$ cat config.mk
export PLATFORM = sky130hd
export DESIGN_NAME = srg_gate_seq
export DESIGN_NICKNAME = d
export VERILOG_FILES = /design/src/rtl/srg_pkg.sv /design/src/rtl/srg_timers.sv /design/src/rtl/srg_control.sv /design/src/rtl/srg_gate_seq.sv
export SDC_FILE = /design/constraint.sdc
export NUM_CORES = 1
export LEC_CHECK = 0
export BUFFER_PORTS_ARGS = -buffer_cell sky130_fd_sc_hd__buf_2
export CELL_PAD_IN_SITES_DETAIL_PLACEMENT = 0
export CELL_PAD_IN_SITES_GLOBAL_PLACEMENT = 1
export CORE_MARGIN = 1
export CORE_UTILIZATION = 46
export DETAILED_ROUTE_END_ITERATION = 6
export PLACE_DENSITY_LB_ADDON = 0.12
export SETUP_SLACK_MARGIN = 0.4
export SYNTH_ARGS = -nofsm -noshare
export SYNTH_HDL_FRONTEND = slang
export SYNTH_SLANG_ARGS = --single-unit
$ cat constraint.sdc
create_clock -name clk -period 3 [get_ports clk]
set_input_delay 0.3 -clock clk [delete_from_list [all_inputs] [get_ports clk]]
set_output_delay 0.3 -clock clk [all_outputs]
set_load 0.005 [all_outputs]
$ cat src/rtl/srg_pkg.sv
package srg_pkg;

  typedef enum logic [1:0] {
    ST_READY   = 2'd0,
    ST_ON      = 2'd1,
    ST_HOLDOFF = 2'd2
  } seqState_t;

  // strobes from control to datapath
  typedef struct packed {
    logic clrCnt;
  } ctrlStrobe_t;

  // threshold flags from datapath to control
  typedef struct packed {
    logic onDone;
    logic wdDone;
    logic offDone;
    logic excDone;
  } timerFlags_t;

  localparam int NUM_SEL = 16;

  function automatic longint unsigned onPresetNs(input logic [3:0] sel);
    case (sel)
      4'd0:    return 130;
      4'd1:    return 220;
      4'd2:    return 310;
      4'd3:    return 400;
      4'd4:    return 500;
      4'd5:    return 600;
      4'd6:    return 700;
      4'd7:    return 800;
      4'd8:    return 1000;
      4'd9:    return 1200;
      4'd10:   return 1400;
      4'd11:   return 1700;
      default: return 2000;
    endcase
  endfunction

  function automatic longint unsigned offPresetNs(input logic [3:0] sel);
    case (sel)
      4'd0:    return 900;
      4'd1:    return 1000;
      4'd2:    return 1100;
      4'd3:    return 1200;
      4'd4:    return 1400;
      4'd5:    return 1600;
      4'd6:    return 1800;
      4'd7:    return 2000;
      4'd8:    return 2200;
      4'd9:    return 2400;
      4'd10:   return 2600;
      4'd11:   return 2900;
      4'd12:   return 3200;
      4'd13:   return 3500;
      default: return 3900;
    endcase
  endfunction

  // round-up conversion of nanoseconds to clock cycles
  function automatic longint unsigned nsToCycles(input longint unsigned ns,
                                                  input longint unsigned periodPs);
    return (ns * 1000 + periodPs - 1) / periodPs;
  endfunction

endpackage

$ cat src/rtl/srg_timers.sv
module srg_timers
  import srg_pkg::*;
#(
  parameter int unsigned     CLK_PERIOD_PS = 20000,
  parameter longint unsigned MAX_ON_NS     = 4000000,
  parameter bit              EXC_EN        = 1'b1
) (
  input  logic        clk,
  input  logic        rstN,
  input  ctrlStrobe_t strobe,
  input  logic [3:0]  onSel,
  input  logic [3:0]  offSel,
  output timerFlags_t flags
);

  localparam longint unsigned WD_CYC      = nsToCycles(MAX_ON_NS, CLK_PERIOD_PS);
  localparam longint unsigned ON_TOP_CYC  = nsToCycles(onPresetNs(4'd15), CLK_PERIOD_PS);
  localparam longint unsigned OFF_TOP_CYC = nsToCycles(offPresetNs(4'd15), CLK_PERIOD_PS);
  localparam longint unsigned EXC_TOP_CYC = 4 * ON_TOP_CYC;
  localparam longint unsigned MAX_A       = (WD_CYC > EXC_TOP_CYC) ? WD_CYC : EXC_TOP_CYC;
  localparam longint unsigned CNT_MAX     = (MAX_A > OFF_TOP_CYC) ? MAX_A : OFF_TOP_CYC;
  localparam int              CNT_W       = $clog2(CNT_MAX + 1);
  localparam logic [CNT_W-1:0] CNT_SAT    = CNT_W'(CNT_MAX);
  localparam logic [CNT_W-1:0] WD_LIM     = CNT_W'(WD_CYC - 1);

  logic [CNT_W-1:0] cnt;
  logic [CNT_W-1:0] onLimTab  [NUM_SEL];
  logic [CNT_W-1:0] offLimTab [NUM_SEL];
  logic             excHit;

  // per-preset compare limits, stored as count minus one
  for (genvar g = 0; g < NUM_SEL; g++) begin : g_lim
    assign onLimTab[g]  = CNT_W'(nsToCycles(onPresetNs(4'(g)), CLK_PERIOD_PS) - 1);
    assign offLimTab[g] = CNT_W'(nsToCycles(offPresetNs(4'(g)), CLK_PERIOD_PS) - 1);
  end

  if (EXC_EN) begin : g_exc
    logic [CNT_W-1:0] excLimTab [NUM_SEL];
    for (genvar g = 0; g < NUM_SEL; g++) begin : g_excLim
      assign excLimTab[g] = CNT_W'(4 * nsToCycles(onPresetNs(4'(g)), CLK_PERIOD_PS) - 1);
    end
    assign excHit = (cnt >= excLimTab[onSel]);
  end else begin : g_noExc
    assign excHit = 1'b0;
  end

  // single phase counter, cleared by control on every phase change
  always_ff @(posedge clk or negedge rstN) begin
    if (!rstN) begin
      cnt <= '0;
    end else if (strobe.clrCnt) begin
      cnt <= '0;
    end else if (cnt != CNT_SAT) begin
      cnt <= cnt + 1'b1;
    end
  end

  always_comb begin
    flags.onDone  = (cnt >= onLimTab[onSel]);
    flags.offDone = (cnt >= offLimTab[offSel]);
    flags.wdDone  = (cnt >= WD_LIM);
    flags.excDone = excHit;
  end

  // a clear strobe always leaves the counter at zero
  p_cnt_cleared_r11: assert property (@(posedge clk) disable iff (!rstN)
    strobe.clrCnt |=> (cnt == '0));

  // counter never moves past its saturation value
  p_cnt_bounded_r9: assert property (@(posedge clk) disable iff (!rstN)
    (cnt == CNT_SAT) |=> (cnt == CNT_SAT) || (cnt == '0));

endmodule

$ cat src/rtl/srg_control.sv
module srg_control
  import srg_pkg::*;
(
  input  logic        clk,
  input  logic        rstN,
  input  logic        enable,
  input  logic        csOn,
  input  logic        csZero,
  input  logic        csReset,
  input  logic        fastOff,
  input  timerFlags_t flags,
  output ctrlStrobe_t strobe,
  output logic        gateDrv,
  output logic        cycleDone,
  output logic        wdTrip
);

  seqState_t state, stateNext;
  logic      armed;
  logic      armNow;
  logic      turnOn;
  logic      turnOff;
  logic      wdForce;

  always_comb begin
    armNow    = armed || csReset || ((state == ST_READY) && flags.excDone);
    wdForce   = (state == ST_ON) && flags.wdDone;
    turnOff   = (state == ST_ON) && (wdForce || (flags.onDone && (csZero || fastOff)));
    turnOn    = 1'b0;
    stateNext = state;
    case (state)
      ST_READY: begin
        if (csOn && armNow) begin
          turnOn    = 1'b1;
          stateNext = ST_ON;
        end
      end
      ST_ON: begin
        if (turnOff) stateNext = ST_HOLDOFF;
      end
      ST_HOLDOFF: begin
        if (flags.offDone) begin
          if (csOn && armNow) begin
            turnOn    = 1'b1;
            stateNext = ST_ON;
          end else begin
            stateNext = ST_READY;
          end
        end
      end
      default: stateNext = ST_READY;
    endcase
    if (!enable) begin
      turnOn    = 1'b0;
      stateNext = ST_READY;
    end
    strobe.clrCnt = (stateNext != state) || !enable;
  end

  always_ff @(posedge clk or negedge rstN) begin
    if (!rstN) begin
      state     <= ST_READY;
      armed     <= 1'b0;
      cycleDone <= 1'b0;
      wdTrip    <= 1'b0;
    end else begin
      state     <= stateNext;
      cycleDone <= turnOff && enable;
      wdTrip    <= wdForce && enable;
      if (!enable || turnOn) begin
        armed <= 1'b0;
      end else if (csReset && (state != ST_ON)) begin
        armed <= 1'b1;
      end
    end
  end

  assign gateDrv = (state == ST_ON);

  // disable forces the gate low on the next edge
  p_gate_low_disabled_r11: assert property (@(posedge clk) disable iff (!rstN)
    !enable |=> !gateDrv);

  // a pulse ends only once the on blank or the watchdog limit is reached
  p_min_on_r3: assert property (@(posedge clk) disable iff (!rstN)
    ($fell(gateDrv) && $past(enable)) |-> $past(flags.onDone || flags.wdDone));

  // a pulse that follows an off blank starts only after the blank is over
  p_min_off_r6: assert property (@(posedge clk) disable iff (!rstN)
    ($rose(gateDrv) && ($past(state) == ST_HOLDOFF)) |-> $past(flags.offDone));

  // completion strobe marks the first low cycle after a pulse
  p_cycle_pulse_r10: assert property (@(posedge clk) disable iff (!rstN)
    cycleDone |-> (!gateDrv && $past(gateDrv)));

  // the watchdog strobe always accompanies a completion strobe
  p_wd_pulse_r9: assert property (@(posedge clk) disable iff (!rstN)
    wdTrip |-> cycleDone);

endmodule

$ cat src/rtl/srg_gate_seq.sv
module srg_gate_seq
  import srg_pkg::*;
#(
  parameter int unsigned     CLK_PERIOD_PS = 20000,
  parameter longint unsigned MAX_ON_NS     = 4000000,
  parameter bit              EXC_EN        = 1'b1
) (
  input  logic       clk,
  input  logic       rstN,
  input  logic       enable,
  input  logic       senseOnEvt,
  input  logic       senseZeroEvt,
  input  logic       senseResetEvt,
  input  logic       fastOffReq,
  input  logic [3:0] onTimeSel,
  input  logic [3:0] offTimeSel,
  output logic       gateDrv,
  output logic       cycleDone,
  output logic       wdTrip
);

  ctrlStrobe_t strobe;
  timerFlags_t flags;

  srg_timers #(
    .CLK_PERIOD_PS (CLK_PERIOD_PS),
    .MAX_ON_NS     (MAX_ON_NS),
    .EXC_EN        (EXC_EN)
  ) u_timers (
    .clk    (clk),
    .rstN   (rstN),
    .strobe (strobe),
    .onSel  (onTimeSel),
    .offSel (offTimeSel),
    .flags  (flags)
  );

  srg_control u_control (
    .clk       (clk),
    .rstN      (rstN),
    .enable    (enable),
    .csOn      (senseOnEvt),
    .csZero    (senseZeroEvt),
    .csReset   (senseResetEvt),
    .fastOff   (fastOffReq),
    .flags     (flags),
    .strobe    (strobe),
    .gateDrv   (gateDrv),
    .cycleDone (cycleDone),
    .wdTrip    (wdTrip)
  );

endmodule

# --- After elaboration in Yosys (flattened, before gate mapping) ---
# Memories as Yosys holds them, arrays and structs flattened.
# Cells that the tools add are included.
word_totals:
  ff_bits: 23
  latchBits: 0
  mem_bits_rw: 0
  romBits: 864
  inputBits: 15
  out_inout_bits: 3
  elab_cells: 60
  n_memories: 3
mem_list:
  columns: ["name", "depth", "word_bits", "rd", "rd_ports_with_merged_regs", "write_ports", "line", "rtl"]
  rows:
  - ["(no name shown)", 16, 18, 1, 0, 0, "srg_timers.sv:42", "assign excHit = (cnt >= excLimTab[onSel]);"]
  - ["(no name shown)", 16, 18, 1, 0, 0, "srg_timers.sv:59", "flags.onDone = (cnt >= onLimTab[onSel]);"]
  - ["(no name shown)", 16, 18, 1, 0, 0, "srg_timers.sv:60", "flags.offDone = (cnt >= offLimTab[offSel]);"]
classes:
  addsub: 1
  mul: 0
  div: 0
  n_lt_le_gt_ge: 6
  eq_ne: 5
  shift: 0
  mux: 20
  bitwise_logic: 2
  n_reduce_logical: 18
op_table:
  columns: ["op", "count"]
  rows:
  - ["18-bit two-way mux", 8]
  - ["18-bit greater-or-equal comparator", 3]
  - ["18-bit by 1-bit adder with 18-bit output (second input constant)", 1]
  - ["18-bit greater-or-equal comparator (second input constant)", 1]
  - ["18-bit != test (second input constant)", 1]
  - ["5-bit greater-or-equal comparator (second input constant)", 2]
  - ["4-bit inverter with 5-bit output", 2]
  - ["1-bit logical AND", 8]
  - ["2-bit two-way mux", 4]
  - ["1-bit logical OR", 6]
  - ["1-bit two-way mux", 6]
  - ["2-bit one-hot mux with 3 select lines", 1]
  - ["2-bit nonzero test", 2]
  - ["2-bit by 1-bit equality test with 1-bit output (second input constant)", 1]
  - ["2-bit equality test (second input constant)", 1]
  - ["2-bit zero test", 1]
  - ["2-bit by 1-bit != test with 1-bit output (second input constant)", 1]
  - ["2-bit != test", 1]
  - ["1-bit one-hot mux with 2 select lines", 1]
  - ["1-bit zero test", 1]

# --- Depth between registers and ports, before layout ---
depth:
  depth_word: 15
  mapped_depth: 14
  ltp_nobuf: 13

# --- Cells and area by module ---
# Synthesis repeated with hierarchy kept, for this count alone.
unflattened:
  cells_unflattened: 255
  hier_area_um2: 2227.1
modules_own_cells:
  columns: ["module", "n_inst", "cells_per_inst", "area_each_um2", "seq_area_each_um2"]
  rows:
  - ["srg_timers", 1, 226, 1954.4, 450.4]
  - ["srg_control", 1, 29, 272.8, 125.1]

# --- Least setup slack after synthesis ---
# OpenSTA, ideal clock, no wires.
synth_path:
  path_type: "input to register"
  start: "input offTimeSel[1]"
  end: "register u_timers.cnt[16]"
  setup_time_ns: 0.125
  arrival_time_ns: 2.469
  required_time_ns: 2.875
  slack_ns: 0.406
  cell_stages: 12
  path_buffers: 1
  path_cell_list: "inv_1 ha_1 xnor2_1 o21ai_0 ha_1 a21oi_1 and2_1 a221oi_1 a31oi_1 o21ai_2 buf_4 a21oi_1"
synth_between:
  elab_chain_len: 11
  elab_cells_between_ends: 12
  cone_classes: "order compare (1); eq/ne (1); mux (6); bitwise (1); reduce/logical (2); memory (1)"
synth_lines:
  columns: ["item", "line", "rtl"]
  rows:
  - ["start: declaration", "srg_gate_seq.sv:16", "input logic [3:0] offTimeSel,"]
  - ["4-bit inverter with 5-bit output (not written as such) *", "srg_timers.sv:60", null]
  - ["memory read 16 x 18 bit *", null, null]
  - ["18-bit two-way mux (not written as such) * (2 in a row)", "srg_timers.sv:60", null]
  - ["18-bit greater-or-equal comparator *", "srg_timers.sv:60", null]
  - ["2-bit two-way mux *", "srg_control.sv:42", "if (flags.offDone) begin"]
  - ["2-bit one-hot mux with 3 select lines *", "srg_control.sv:31", "case (state)"]
  - ["2-bit two-way mux *", "srg_control.sv:53", "if (!enable) begin"]
  - ["2-bit != test *", "srg_control.sv:57", "strobe.clrCnt = (stateNext != state) || !enable;"]
  - ["1-bit logical OR *", "srg_control.sv:57", null]
  - ["18-bit two-way mux or 2-bit nonzero test (tied branches)", null, null]
  - ["end signal: assignment", "srg_timers.sv:54", "cnt <= cnt + 1'b1;"]
  - ["end: declaration", "srg_timers.sv:26", "logic [CNT_W-1:0] cnt;"]
# Every way passes the cells marked *; elsewhere a longest branch is shown, timed or not. The select of a mux whose other input is x is not followed.
# A chain may end at the register's enable or synchronous reset.

# --- Worst setup path after layout ---
# Same ends and word-level chain as after synthesis.

==> results.sh <==
export IMPL_start_kind="input port"
export IMPL_gp_congestion=0.7859
export IMPL_cts_buffer_depth=2
export IMPL_relSlewSlack_pct=48.28
export IMPL_yosysMostFrequentCell="ha_1"
export IMPL_grt_overflow=0
export IMPL_ir_worst_vdd_uv=307.9
export IMPL_cts_tree="yes"
export IMPL_antenna_found_initial=0
export IMPL_hold_buffers=0
export IMPL_async_reset_ff_share_pct=100.0
export IMPL_timing_rr_end="u_timers.cnt[16]$_DFFE_PN0P_"
export IMPL_finalCritPeriodShare_pct=83.80
export IMPL_hold_viol=12
export IMPL_syn_area_per_cell_um2=8.758
export IMPL_synth_edf_count=0
export IMPL_numCtsBuffers=3
export IMPL_setup_viol=0
export IMPL_antenna_cells=0
export IMPL_area_delta_synth_final_pct=21.73
export IMPL_worst_ep_required_time_ps=3150
export IMPL_ys_warn_count=0
export IMPL_root_buffer="clkbuf_8"
export IMPL_place_inst=342
export IMPL_yosys_area_top_type="dfrtp_1"
export IMPL_final_nets=334
export IMPL_first_iter_violations=83
export IMPL_wl_per_cell_um=15.60
export IMPL_fin_hold_ws_ps=-8.480
export IMPL_drt_total_wl_mm=5.508
export IMPL_synth_top_area_share_pct=25.37
export IMPL_grt_use_total_pct=21.11
export IMPL_htree_levels=1
export IMPL_clock_sinks=23
export IMPL_grt_max_degree=24
export IMPL_powerDensity_nw_per_um2=274.3
export IMPL_antenna_left=0
export IMPL_vias=1977
export IMPL_vias_per_cell=5.601
export IMPL_drv_cap=0
export IMPL_drv_slew=0
export IMPL_dr_pass1_iters=5
export IMPL_cp_startpoint="offTimeSel[1]"
export IMPL_die_width_um=72.23
export IMPL_crit_path_end_kind="register"
export IMPL_drive_above_1_share_pct=23.78
export IMPL_synth_seq_cells=23
export IMPL_hpwl_mm=4.035
export IMPL_seq_area_frac_synth_pct=25.37
export IMPL_rsz0062_at_grt="false"
export IMPL_outcome="finished with violations"
export IMPL_ys_types=53
export IMPL_rows=25
export IMPL_clkLatencyLatePin_ps=260
export IMPL_rr_startpoint="u_timers.cnt[3]$_DFFE_PN0P_"
export IMPL_timing_reg2reg_setup_slack_ps=720
export IMPL_die_height_um=72.23
export IMPL_synth_area_um2=2268
export IMPL_start_util_pct=48.03
export IMPL_finalClockSkew_ps=7.794
export IMPL_place_worst_setup_slack_ps=207.3
export IMPL_finalSetupTns_ps=0
export IMPL_nFillCells=443
export IMPL_fin_crit_ps=2514
export IMPL_cp_arrival_ps=2670
export IMPL_synth_main_ff_cell="dfrtp_1"
export IMPL_instances_no_fill=353
export IMPL_placedInstanceArea_um2=2464
export IMPL_synthTopCellsByCount="ha_1, a21oi_1, dfrtp_1"
export IMPL_die_area_um2=5216
export IMPL_ioPinCount=18
export IMPL_yosys_top_cells_area="dfrtp_1, ha_1, a21oi_1"
export IMPL_critical_path_class="input port to register"
export IMPL_syn_nets=306
export IMPL_worst_slack_ps=486.0
export IMPL_p_leak_nw=1.244
export IMPL_synth_cells=259
export IMPL_min_path_type="input port to asynchronous set/reset pin"
export IMPL_crit_end="u_timers.cnt[16]$_DFFE_PN0P_"
export IMPL_max_freq_mhz=397.8
export IMPL_drc=0
export IMPL_path_max_fanout=8
export IMPL_port_buffers=17
export IMPL_clk_pin_slew_ps=80
export IMPL_grt_pass1_vias=1900
export IMPL_reg2reg_depth=8
export IMPL_tightest_slew_ps=768.7
export IMPL_final_area_um2=2761
export IMPL_core_area_um2=4723
export IMPL_grt_pass1_wl_mm=8.562
export IMPL_violations="hold timing"
-- critical path, cell delays in order --
cell and delay [ps]:
buf_8 80, clkinvlp_4 170, ha_4 320, xnor2_2 110, o21ai_2 70, ha_1 290
a21oi_1 90, and2_4 180, a221oi_4 300, a31oi_4 150, o21ai_4 320, clkbuf_16 220
a21oi_1 60
-- layout make-up --
class / instances / area [um^2] / area share, %
Timing Repair Buffer: 32 / 277.8 / 10.06
Clock buffer: 4 / 45.04 / 1.631
Multi-Input combinational cell: 213 / 1723 / 62.39
Sequential cell: 23 / 575.6 / 20.84
Tap cell: 67 / 83.83 / 3.036
Inverter: 14 / 56.30 / 2.039
-- metrics by stage --
stage / power, mW / util (%)
finish: 0.7575 / 58.46
global route: 0.8076 / 58.46
CTS: 0.7143 / 53.11
detailed placement: 0.5295 / 52.16
global placement: 0.5274 / 52.16
floorplan: 0.4656 / -
-- layer usage --
metal | up-vias | GRT usage, % | wire, um
met4 | 0 | 5.447 | 40
met2 | 18 | 38.53 | 2820
met1 | 939 | 27.20 | 2599
met3 | 5 | 1.111 | 47
met5 | - | 0 | 0
li1 | 1015 | - | -
-- cells in the final DEF (no fill, tap or decap), types with 2 or more instances in the layout --
master,n
o211ai_1,2
xnor2_1,4
nor2b_1,4
a211oi_1,2
a21oi_1,22
inv_1,13
nand4_1,8
ha_4,2
o21ai_1,2
nand4b_1,4
buf_12,2
nand3b_1,2
buf_4,10
and2_1,2
a21o_1,3
buf_2,15
nor2_1,19
nor3_1,5
nand2b_1,2
nor4_4,2
dfrtp_1,23
mux2i_1,3
clkbuf_8,3
clkbuf_16,2
ha_1,29
o21ai_0,7
xor2_1,12
and3_1,4
and4_1,2
nand3_1,8
a21oi_2,12
o31ai_1,3
nand2_1,16
buf_6,2
-- registers in the layout (all words and copies together), names as in the netlist --
name / cells
u_control.armed: 1
u_timers.cnt: 18
u_control.cycleDone: 1
u_control.state: 2
u_control.wdTrip: 1
-- power breakdown --
group          switching, mW  total [mW]  leakage (nW)  internal, mW
logic                  0.140       0.248         0.903         0.108
registers            0.00641       0.323         0.318         0.317
clock network         0.0913       0.186        0.0228        0.0946
-- repair_timing --
| action | 4_1_cts | 5_1_grt |
|---|---|---|
| setup buffers | 0 | 4 |
| setup endpoints to repair | 0 | 19 |
| gates resized for setup | 0 | 31 |
-- cells by family (layout without fill, tap and decap cells) --
group                      after synthesis  after routing  synth area share, %
adders and majority gates               32             32                17.65
buffers and inverters                   23             50                4.357
AOI/OAI and AO/OA                       70             70                20.63
xor gates and xnor gates                17             17                6.564
DFF                                     23             23                25.37
muxes                                    3              3                1.324
and+or+nand+nor                         91             91                24.10
-- worst min-delay path by stage --
stage                                    end  cells after the start  slack [ps]
4_1_cts           u_control.wdTrip$_DFF_PN0_                      1          20
6_report          u_control.wdTrip$_DFF_PN0_                      1          -8
5_1_grt        u_control.cycleDone$_DFF_PN0_                      1          40
2_1_floorplan    u_control.armed$_DFFE_PN0P_                      0           4
3_3_place_gp      u_control.wdTrip$_DFF_PN0_                      1         300
3_5_place_dp      u_control.wdTrip$_DFF_PN0_                      1         300
Power figures use the tool's default switching activity.
